===== src/rtl/idle_pm_pkg.sv =====
package idle_pm_pkg;
  typedef enum logic [1:0] {
    PM_ACTIVE = 2'd0,
    PM_DOZE   = 2'd1,
    PM_STBY   = 2'd2,
    PM_SUSP   = 2'd3
  } pm_state_e;

  localparam int unsigned PM_LEVELS = 3;
endpackage


===== src/rtl/pm_idle_cnt.sv =====
module pm_idle_cnt #(
  parameter int unsigned CW = 8
) (
  input  logic          clk_i,
  input  logic          rst_ni,
  input  logic          clr_i,
  input  logic          hold_i,
  input  logic [CW-1:0] limit_i,
  output logic          exp_o
);
  localparam logic [CW-1:0] ONE = {{(CW-1){1'b0}}, 1'b1};

  logic [CW-1:0] cnt_q;
  logic          en;

  assign en    = (limit_i != '0);
  // elapsed count compared to the live limit; expires on the limit-th counting edge
  assign exp_o = !clr_i && !hold_i && en && (cnt_q == limit_i - ONE);

  always_ff @(posedge clk_i or negedge rst_ni) begin
    if (!rst_ni)                cnt_q <= '0;
    else if (clr_i || exp_o)    cnt_q <= '0;
    else if (!hold_i && en)     cnt_q <= cnt_q + ONE;
  end
endmodule


===== src/rtl/pm_state_fsm.sv =====
module pm_state_fsm
  import idle_pm_pkg::*;
#(
  parameter int unsigned NL = PM_LEVELS
) (
  input  logic          clk_i,
  input  logic          rst_ni,
  input  logic          sys_act_i,
  input  logic          hk_evt_i,
  input  logic          hk_exp_i,
  input  logic [NL-1:0] lvl_exp_i,
  output pm_state_e     state_o,
  output logic          irq_o,
  output logic          hk_open_o
);
  pm_state_e st_q, st_d;
  logic      open_q, open_d, irq_q;

  always_comb begin
    st_d   = st_q;
    open_d = open_q;
    if (sys_act_i) begin
      st_d   = PM_ACTIVE;
      open_d = 1'b0;
    end else begin
      if (hk_evt_i)      open_d = 1'b1;
      else if (hk_exp_i) open_d = 1'b0;
      unique case (st_q)
        PM_ACTIVE: if (lvl_exp_i[0]) st_d = PM_DOZE;
        PM_DOZE:   if (lvl_exp_i[1]) st_d = PM_STBY;
        PM_STBY:   if (lvl_exp_i[2]) st_d = PM_SUSP;
        default:   st_d = st_q;
      endcase
    end
  end

  always_ff @(posedge clk_i or negedge rst_ni) begin
    if (!rst_ni) begin
      st_q   <= PM_ACTIVE;
      open_q <= 1'b0;
      irq_q  <= 1'b0;
    end else begin
      st_q   <= st_d;
      open_q <= open_d;
      irq_q  <= (st_d != st_q);
    end
  end

  assign state_o   = st_q;
  assign irq_o     = irq_q;
  assign hk_open_o = open_q;
endmodule


===== src/rtl/idle_pm_ctrl.sv =====
module idle_pm_ctrl
  import idle_pm_pkg::*;
#(
  parameter int unsigned CW = 8
) (
  input  logic          clk_i,
  input  logic          rst_ni,
  input  logic          sys_act_i,
  input  logic          hk_act_i,
  input  logic [CW-1:0] doze_tmo_i,
  input  logic [CW-1:0] stby_tmo_i,
  input  logic [CW-1:0] susp_tmo_i,
  input  logic [CW-1:0] hk_tmo_i,
  output logic [1:0]    pm_state_o,
  output logic          state_irq_o,
  output logic          hk_open_o
);
  localparam int unsigned NL = PM_LEVELS;

  pm_state_e        st;
  logic [CW-1:0]    lvl_tmo [NL];
  logic [NL-1:0]    lvl_exp;
  logic             hk_open, hk_evt, hk_exp, lvl_hold;

  assign lvl_tmo[0] = doze_tmo_i;
  assign lvl_tmo[1] = stby_tmo_i;
  assign lvl_tmo[2] = susp_tmo_i;

  // housekeeping counts only in the two shallow sleep levels
  assign hk_evt   = hk_act_i && !sys_act_i && (hk_tmo_i != '0) &&
                    ((st == PM_DOZE) || (st == PM_STBY));
  assign lvl_hold = hk_open || hk_evt;

  for (genvar i = 0; i < NL; i++) begin : g_lvl
    pm_idle_cnt #(.CW(CW)) u_cnt (
      .clk_i   (clk_i),
      .rst_ni  (rst_ni),
      .clr_i   (sys_act_i || (st != pm_state_e'(i))),
      .hold_i  (lvl_hold),
      .limit_i (lvl_tmo[i]),
      .exp_o   (lvl_exp[i])
    );
  end

  pm_idle_cnt #(.CW(CW)) u_hk_cnt (
    .clk_i   (clk_i),
    .rst_ni  (rst_ni),
    .clr_i   (hk_evt || !hk_open),
    .hold_i  (1'b0),
    .limit_i (hk_tmo_i),
    .exp_o   (hk_exp)
  );

  pm_state_fsm #(.NL(NL)) u_fsm (
    .clk_i     (clk_i),
    .rst_ni    (rst_ni),
    .sys_act_i (sys_act_i),
    .hk_evt_i  (hk_evt),
    .hk_exp_i  (hk_exp),
    .lvl_exp_i (lvl_exp),
    .state_o   (st),
    .irq_o     (state_irq_o),
    .hk_open_o (hk_open)
  );

  assign pm_state_o = st;
  assign hk_open_o  = hk_open;
endmodule


===== config.mk =====
export PLATFORM = sky130hd
export DESIGN_NAME = idle_pm_ctrl
export DESIGN_NICKNAME = d
export VERILOG_FILES = /design/src/rtl/idle_pm_pkg.sv /design/src/rtl/pm_idle_cnt.sv /design/src/rtl/pm_state_fsm.sv /design/src/rtl/idle_pm_ctrl.sv
export SDC_FILE = /design/constraint.sdc
export NUM_CORES = 1
export LEC_CHECK = 0
export BUFFER_PORTS_ARGS = -buffer_cell sky130_fd_sc_hd__buf_4
export CORE_ASPECT_RATIO = 0.8
export CORE_MARGIN = 1
export CORE_UTILIZATION = 53
export CTS_CLUSTER_SIZE = 8
export DETAILED_ROUTE_END_ITERATION = 8
export HOLD_SLACK_MARGIN = 0.03
export PLACE_DENSITY_LB_ADDON = 0.15
export SLEW_MARGIN = 40
export SYNTH_ARGS = -nofsm -noshare
export SYNTH_HDL_FRONTEND = slang
export SYNTH_SLANG_ARGS = --single-unit
export TNS_END_PERCENT = 5

===== constraint.sdc =====
create_clock -name clk_i -period 2.15 [get_ports clk_i]
set_input_delay 0.3225 -clock clk_i [delete_from_list [all_inputs] [get_ports clk_i]]
set_output_delay 0.3225 -clock clk_i [all_outputs]
set_load 0.01 [all_outputs]

After elaboration in Yosys (flattened, before gate mapping)

Index checks and enable logic that the tools add are counted.

Register bits: 36
Output and inout bits: 4

Add/subtract/negate cells: 8
Equal/unequal tests: 9
Muxes and demuxes: 16
Reduce and logical (&&, ||, !) cells: 45

Operators by type and width:

| cell                                                                   | number |
|---|---|
| 8-bit two-way mux                                                      | 8 |
| 8-bit by 1-bit adder with 8-bit output (second input constant)         | 4 |
| 8-bit equality test                                                    | 4 |
| 8-bit nonzero test                                                     | 4 |
| 8-bit by 1-bit subtractor with 8-bit output (second input constant)    | 4 |
| 1-bit logical AND                                                      | 17 |
| 1-bit logical OR                                                       | 10 |
| 2-bit nonzero test                                                     | 5 |
| 2-bit two-way mux                                                      | 4 |
| 1-bit zero test                                                        | 7 |
| 2-bit case mux with 3 select lines                                     | 1 |
| 1-bit two-way mux                                                      | 3 |
| 3-bit nonzero test                                                     | 1 |
| 2-bit by 1-bit equality test with 1-bit output (second input constant) | 1 |
| 2-bit equality test (second input constant)                            | 1 |
| 2-bit zero test                                                        | 1 |
| 2-bit by 1-bit != test with 1-bit output (second input constant)       | 1 |
| 2-bit != test                                                          | 1 |
| 2-bit != test (second input constant)                                  | 1 |

Longest topological paths before layout

Depth in word-level cells: 13
Gate-level depth with buffers: 9
Depth with buffers taken out: 8

Modules after synthesis

From an unflattened synthesis, not the netlist that was laid out.

Cells, all modules: 337
Area, all modules: 3118.0 um^2

By module, submodules not included:

| module       | times used | cells an instance | area each (um^2) | seq. area each (um^2) |
|---|---|---|---|---|
| pm_idle_cnt  | 4          | 76                | 708.2            | 200.2 |
| pm_state_fsm | 1          | 18                | 181.4            | 100.1 |
| idle_pm_ctrl | 1          | 15                | 103.8            | 0.0 |

Worst setup path before layout

OpenSTA, ideal clock, no wires.

Kind: flip-flop to flip-flop
Start point: register u_fsm.st_q[0] (netlist: u_fsm.state_o[0])
End point: register g_lvl[1].u_cnt.cnt_q[0]
Library setup time: 0.119 ns
Arrival: 2.365 ns
Data required time: 2.031 ns
Setup slack: -0.334 ns
Cell stages (with the launch flop): 10
Cell sequence: dfrtp_1 -> inv_1 -> ha_1 -> and3b_1 -> o2bb2ai_1 -> o211ai_1 -> or4_1 -> nand2b_1 -> buf_2 -> nor2_1

Word-level cells in the longest chain between the ends: 10
Elaborated cells on any way between the ends: 16
Those cells by class: eq/ne: 3; mux: 1; reduce/logical: 12

RTL lines:

| item                                                                                  | RTL line                             | text |
|---|---|---|
| start: declaration                                                                    | pm_state_fsm.sv:16                   | `pm_state_e st_q, st_d;` |
| start signal: assignment                                                              | pm_state_fsm.sv:43                   | `st_q <= st_d;` |
| 2-bit by 1-bit equality test with 1-bit output or 2-bit equality test (tied branches) | idle_pm_ctrl.sv:31                   | `((st == PM_DOZE) \|\| (st == PM_STBY));` |
| 1-bit logical OR                                                                      | idle_pm_ctrl.sv:31                   |  |
| 1-bit logical AND                                                                     | idle_pm_ctrl.sv:30                   | `assign hk_evt = hk_act_i && !sys_act_i && (hk_tmo_i != '0) &&` |
| 1-bit logical OR                                                                      | idle_pm_ctrl.sv:32                   | `assign lvl_hold = hk_open \|\| hk_evt;` |
| 1-bit zero test                                                                       | pm_idle_cnt.sv:18, pm_idle_cnt.sv:23 |  |
| 1-bit logical AND (3 in series)                                                       | pm_idle_cnt.sv:18                    | `assign exp_o = !clr_i && !hold_i && en && (cnt_q == limit_i - ONE);` |
| 1-bit logical OR                                                                      | pm_idle_cnt.sv:22                    | `else if (clr_i \|\| exp_o) cnt_q <= '0;` |
| 8-bit two-way mux or 2-bit nonzero test (tied branches)                               | --                                   |  |
| end signal: assignment                                                                | pm_idle_cnt.sv:23                    | `else if (!hold_i && en) cnt_q <= cnt_q + ONE;` |
| end: declaration                                                                      | pm_idle_cnt.sv:13                    | `logic [CW-1:0] cnt_q;` |

Several ways; a longest one is shown, not always the timed one.
A chain may end at the register's enable or synchronous reset.

Worst setup path in the final report

Start point: register u_fsm.st_q[0] (netlist: u_fsm.state_o[0])
End point: register u_fsm.st_q[1] (netlist: u_fsm.state_o[1])

Word-level cells in the longest chain between the ends: 11
Elaborated cells on any way between the ends: 30
Those cells by class: eq/ne: 4; mux: 5; reduce/logical: 21

RTL lines:

| item                                                                                  | RTL line                                                   | text |
|---|---|---|
| 2-bit by 1-bit equality test with 1-bit output or 2-bit equality test (tied branches) | pm_state_fsm.sv:28, idle_pm_ctrl.sv:31                     |  |
| 1-bit logical OR                                                                      | idle_pm_ctrl.sv:31                                         |  |
| 1-bit logical AND                                                                     | idle_pm_ctrl.sv:30                                         |  |
| 1-bit logical OR                                                                      | idle_pm_ctrl.sv:32                                         |  |
| 1-bit zero test                                                                       | pm_idle_cnt.sv:18                                          |  |
| 1-bit logical AND (3 in series)                                                       | pm_idle_cnt.sv:18                                          |  |
| 2-bit two-way mux, on equally long branches                                           | pm_state_fsm.sv:31, pm_state_fsm.sv:29, pm_state_fsm.sv:30 |  |
| 2-bit case mux with 3 select lines (*)                                                | pm_state_fsm.sv:28                                         | `unique case (st_q)` |
| 2-bit two-way mux (*)                                                                 | pm_state_fsm.sv:22                                         | `if (sys_act_i) begin` |
| net u_fsm.st_d[1]                                                                     | pm_state_fsm.sv:16                                         |  |

Mark *: on every way through the listed nets, which the timed path passes. The rest lies on a longest branch.

==> summary.md <==
| Metric | Value |
|---|---|
| Pre-CTS WS | `-0.273 ns` |
| Final WL | `7440 µm` |
| Net count after synthesis | `394` |
| Clock Skews | `0.00603 ns` |
| Core box area | `5180 µm²` |
| Startpoint type of the worst setup path | `flip-flop` |
| Max Slew Vio Count | `0` |
| Largest family of logic cells by synthesized area | `simple AND/OR/NAND/NOR gates` |
| Adder-cell share of the synthesized area | `6.77%` |
| Minimum clock period | `2.16 ns` |
| Largest net degree at the start of global routing | `37` |
| Drt via density | `5.74` |
| Async SR Flop Fraction | `100%` |
| Avg Synthesized Cell Area | `8.64 µm²` |
| Pre-antenna DRT Iters | `4` |
| Overall Global Routing Usage | `25.6%` |
| CP Capture Type | `flip-flop` |
| Crit Path Max Fanout | `5` |
| VDD IR max | `0.648 mV` |
| Unrepaired setup endpoints after global routing | `true` |
| First-pass GRT wire length | `11800 µm` |
| Int Pwr | `0.00150 W` |
| Net Sw Frac | `32.4%` |
| Max-cap violations | `0` |
| Initial antenna violation count | `0` |
| CTS clk-pin slew, worst paths | `0.07 ns` |
| Post-synth top flop | `dfrtp_1` |
| # rows | `23` |
| Worst skew pair latency | `0.28 ns` |
| Mapped Area | `2960 µm²` |
| Flop pwr share | `35.0%` |
| Gpl congestion | `0.875` |
| P_sw | `0.000720 W` |
| Detailed placer's ending HPWL | `5430 µm` |
| # diodes | `0` |
| Die ar. | `5880 µm²` |
| Io pins | `40` |
| Routed Antenna Nets | `0` |
| Die extent in x | `85.5 µm` |
| Synthesized flop and latch total | `36` |
| Placed Cells | `479` |
| Synth area leaders | `dfrtp_1 (30%), xnor2_1 (11%), xor2_1 (9.2%)` |
| Final hold viol count | `0` |
| Worst-Margin Slew | `0.467 ns` |
| Num CTS Buffers | `5` |
| Final worst setup slack | `-0.0133 ns` |
| Period Utilization, post-route | `101%` |
| Clock Tree Root | `clkbuf_8` |
| CP required | `2.31 ns` |
| Warnings from Yosys | `0` |
| Xor/xnor share of the synthesized area | `19.8%` |
| Worst path arrival time | `2.32 ns` |
| Vias in the first global route | `2632` |
| Multiplexer share of the synthesized area | `1.02%` |
| Gate power share | `38.8%` |
| Post-Synth Simple-Gate Area | `26.8%` |
| Final Setup Violations | `1` |
| Die Ht | `68.8 µm` |
| Final Net Count | `478` |
| Hold WC Path Type | `primary input to flip-flop` |
| Post-synth cell types | `51` |
| Finished Layout Cells | `489` |
| Post-synth top area cell | `dfrtp_1` |
| Kind of critical path | `flip-flop to flip-flop` |
| Status | `complete, but fails checks` |
| Clock power frac | `26.2%` |
| Finished Core Util | `75.4%` |
| Most common cell in the netlist | `nor2_1` |
| Filler cell count | `413` |
| Hold slack final | `0.360 ns` |
| Syn Inst Count | `342` |
| Drt initial violations | `106` |
| TritonCTS Sinks | `36` |
| Failing checks | `negative setup slack` |
| Total grt overflow | `0` |
| Clock Path Buffers | `2` |
| Fraction of layout cells with a size suffix above 1 | `29.3%` |
| Share of the synthesized area in the top cell type | `30.5%` |
| I/O Buffers | `39` |
| Static Leakage | `1.75 nW` |
| Fmax | `0.462 GHz` |
| Synth cell count leaders | `nor2_1 (45), dfrtp_1 (36), xnor2_1 (36), xor2_1 (31), nand2_1 (18)` |
| Final Power | `0.00222 W` |
| Residual DRC count | `0` |
| Initial Util | `57.1%` |
| Cell Pwr Density | `569 nW/µm²` |
| Depth of the CTS H-tree | `2` |
| TritonCTS clock tree | `built` |
| Wire per inst | `15.2 µm` |
| Sequential area share after synthesis | `30.5%` |
| Max-slew headroom | `68.5%` |
| Synthesis-to-layout area growth | `32.0%` |
| Vias | `2805` |
| Compound-Gate Fraction of Synth Area | `11.7%` |
| Post-synth EDFFs | `0` |
[power groups by stage]
| stage | clock network, W | logic (W) | registers, W |
|---|---|---|---|
| CTS | 0.000596 | 0.000783 | 0.000778 |
| floorplan | 0 | 0.000434 | 0.000793 |
| finish | 0.000582 | 0.000861 | 0.000778 |
| global placement | 0 | 0.000734 | 0.000787 |
| detailed placement | 0 | 0.000751 | 0.000789 |
| global route | 0.000622 | 0.000937 | 0.000785 |
[what timing repair did]
action                                  in CTS  in global routing
endpoints found under the hold margin       36                  0
pin swaps                                    1                 14
resized for setup                            7                 18
cloned                                       0                  0
setup buffers                                0                  1
endpoints found under the setup margin      31                 34
hold buffers                                 1                  0
[kinds of logic (layout without fill, tap and decap cells)]
group | Yosys count | after routing
buf+inv | 24 | 109
xor+xnor | 67 | 67
flops | 36 | 36
mux | 3 | 3
fa+ha+maj | 16 | 16
simple gates | 150 | 150
compound gates | 46 | 46
[through the flow]
stage,instance area (µm²),setup TNS (ns)
3_3_place_gp,3650,-4.41
4_1_cts,3800,-0.0609
5_1_grt,3900,-0.675
2_1_floorplan,2990,-0.183
6_report,3900,-0.0133
3_5_place_dp,3650,-7.73
[sequential cells by signal, indices dropped and copies added, names as in the netlist]
| register | count |
|---|---|
| u_fsm.irq_o | 1 |
| u_fsm.state_o | 2 |
| u_hk_cnt.cnt_q | 8 |
| u_fsm.hk_open_o | 1 |
| g_lvl.u_cnt.cnt_q | 24 |
[layout by cell type, fill, tap and decap left out, drive strengths merged, types with 3 or more instances in the layout]
master,count
xnor2,36
xor2,31
nor2b,4
a221oi,3
dfrtp,36
o2111ai,6
clkbuf,6
mux2i,3
a31oi,4
nor3,12
ha,16
nand2b,7
inv,15
a21oi,7
and2,9
nor4,13
and4,5
o21ai,4
buf,85
o211ai,6
nand2,18
nand3,10
nand4,6
nor2,45
or2,3
and3,9
[critical path: stages (launching register included)]
cell and delay, ns:
dfrtp_2 0.41, inv_2 0.09, ha_4 0.20, and3b_2 0.23, o2bb2ai_4 0.16, buf_6 0.14
o211ai_1 0.09, nor4_2 0.30, buf_4 0.18, o22a_1 0.15, o32ai_2 0.07
[final timing paths]
check | cells after the start | to | slack [ns] | startpoint
min reg2reg | 2 | g_lvl[1].u_cnt.cnt_q[7] | 0.58 | g_lvl[1].u_cnt.cnt_q[7]
max | 10 | u_fsm.state_o[1] | -0.01 | u_fsm.state_o[0]
min in group asynchronous | 2 | g_lvl[1].u_cnt.cnt_q[0] | 0.53 | rst_ni
min | 2 | u_fsm.state_o[1] | 0.36 | sys_act_i
max reg2reg | 10 | u_fsm.state_o[1] | -0.01 | u_fsm.state_o[0]
max in group asynchronous | 2 | u_fsm.state_o[0] | 1.27 | rst_ni
[per-layer routing]
layer,up-vias,track usage (%),share of wire (%)
li1,1376,-,-
met1,1351,33.4,46
met2,66,44.4,49
met3,12,4.88,3.9
met4,0,6.46,1.3
met5,-,0,0
[final cells by class]
cell class                 instances  area, µm²  share of cell area [%]
sequential                        36        903                    23.1
tap                               62       77.6                    1.99
timing repair buffer              86        656                    16.8
clock inverter                     2       35.0                   0.897
multi-input combinational        282       2100                    53.9
clock buffer                       6       72.6                    1.86
inverter                          15       56.3                    1.44
Power figures use the tool's default switching activity.
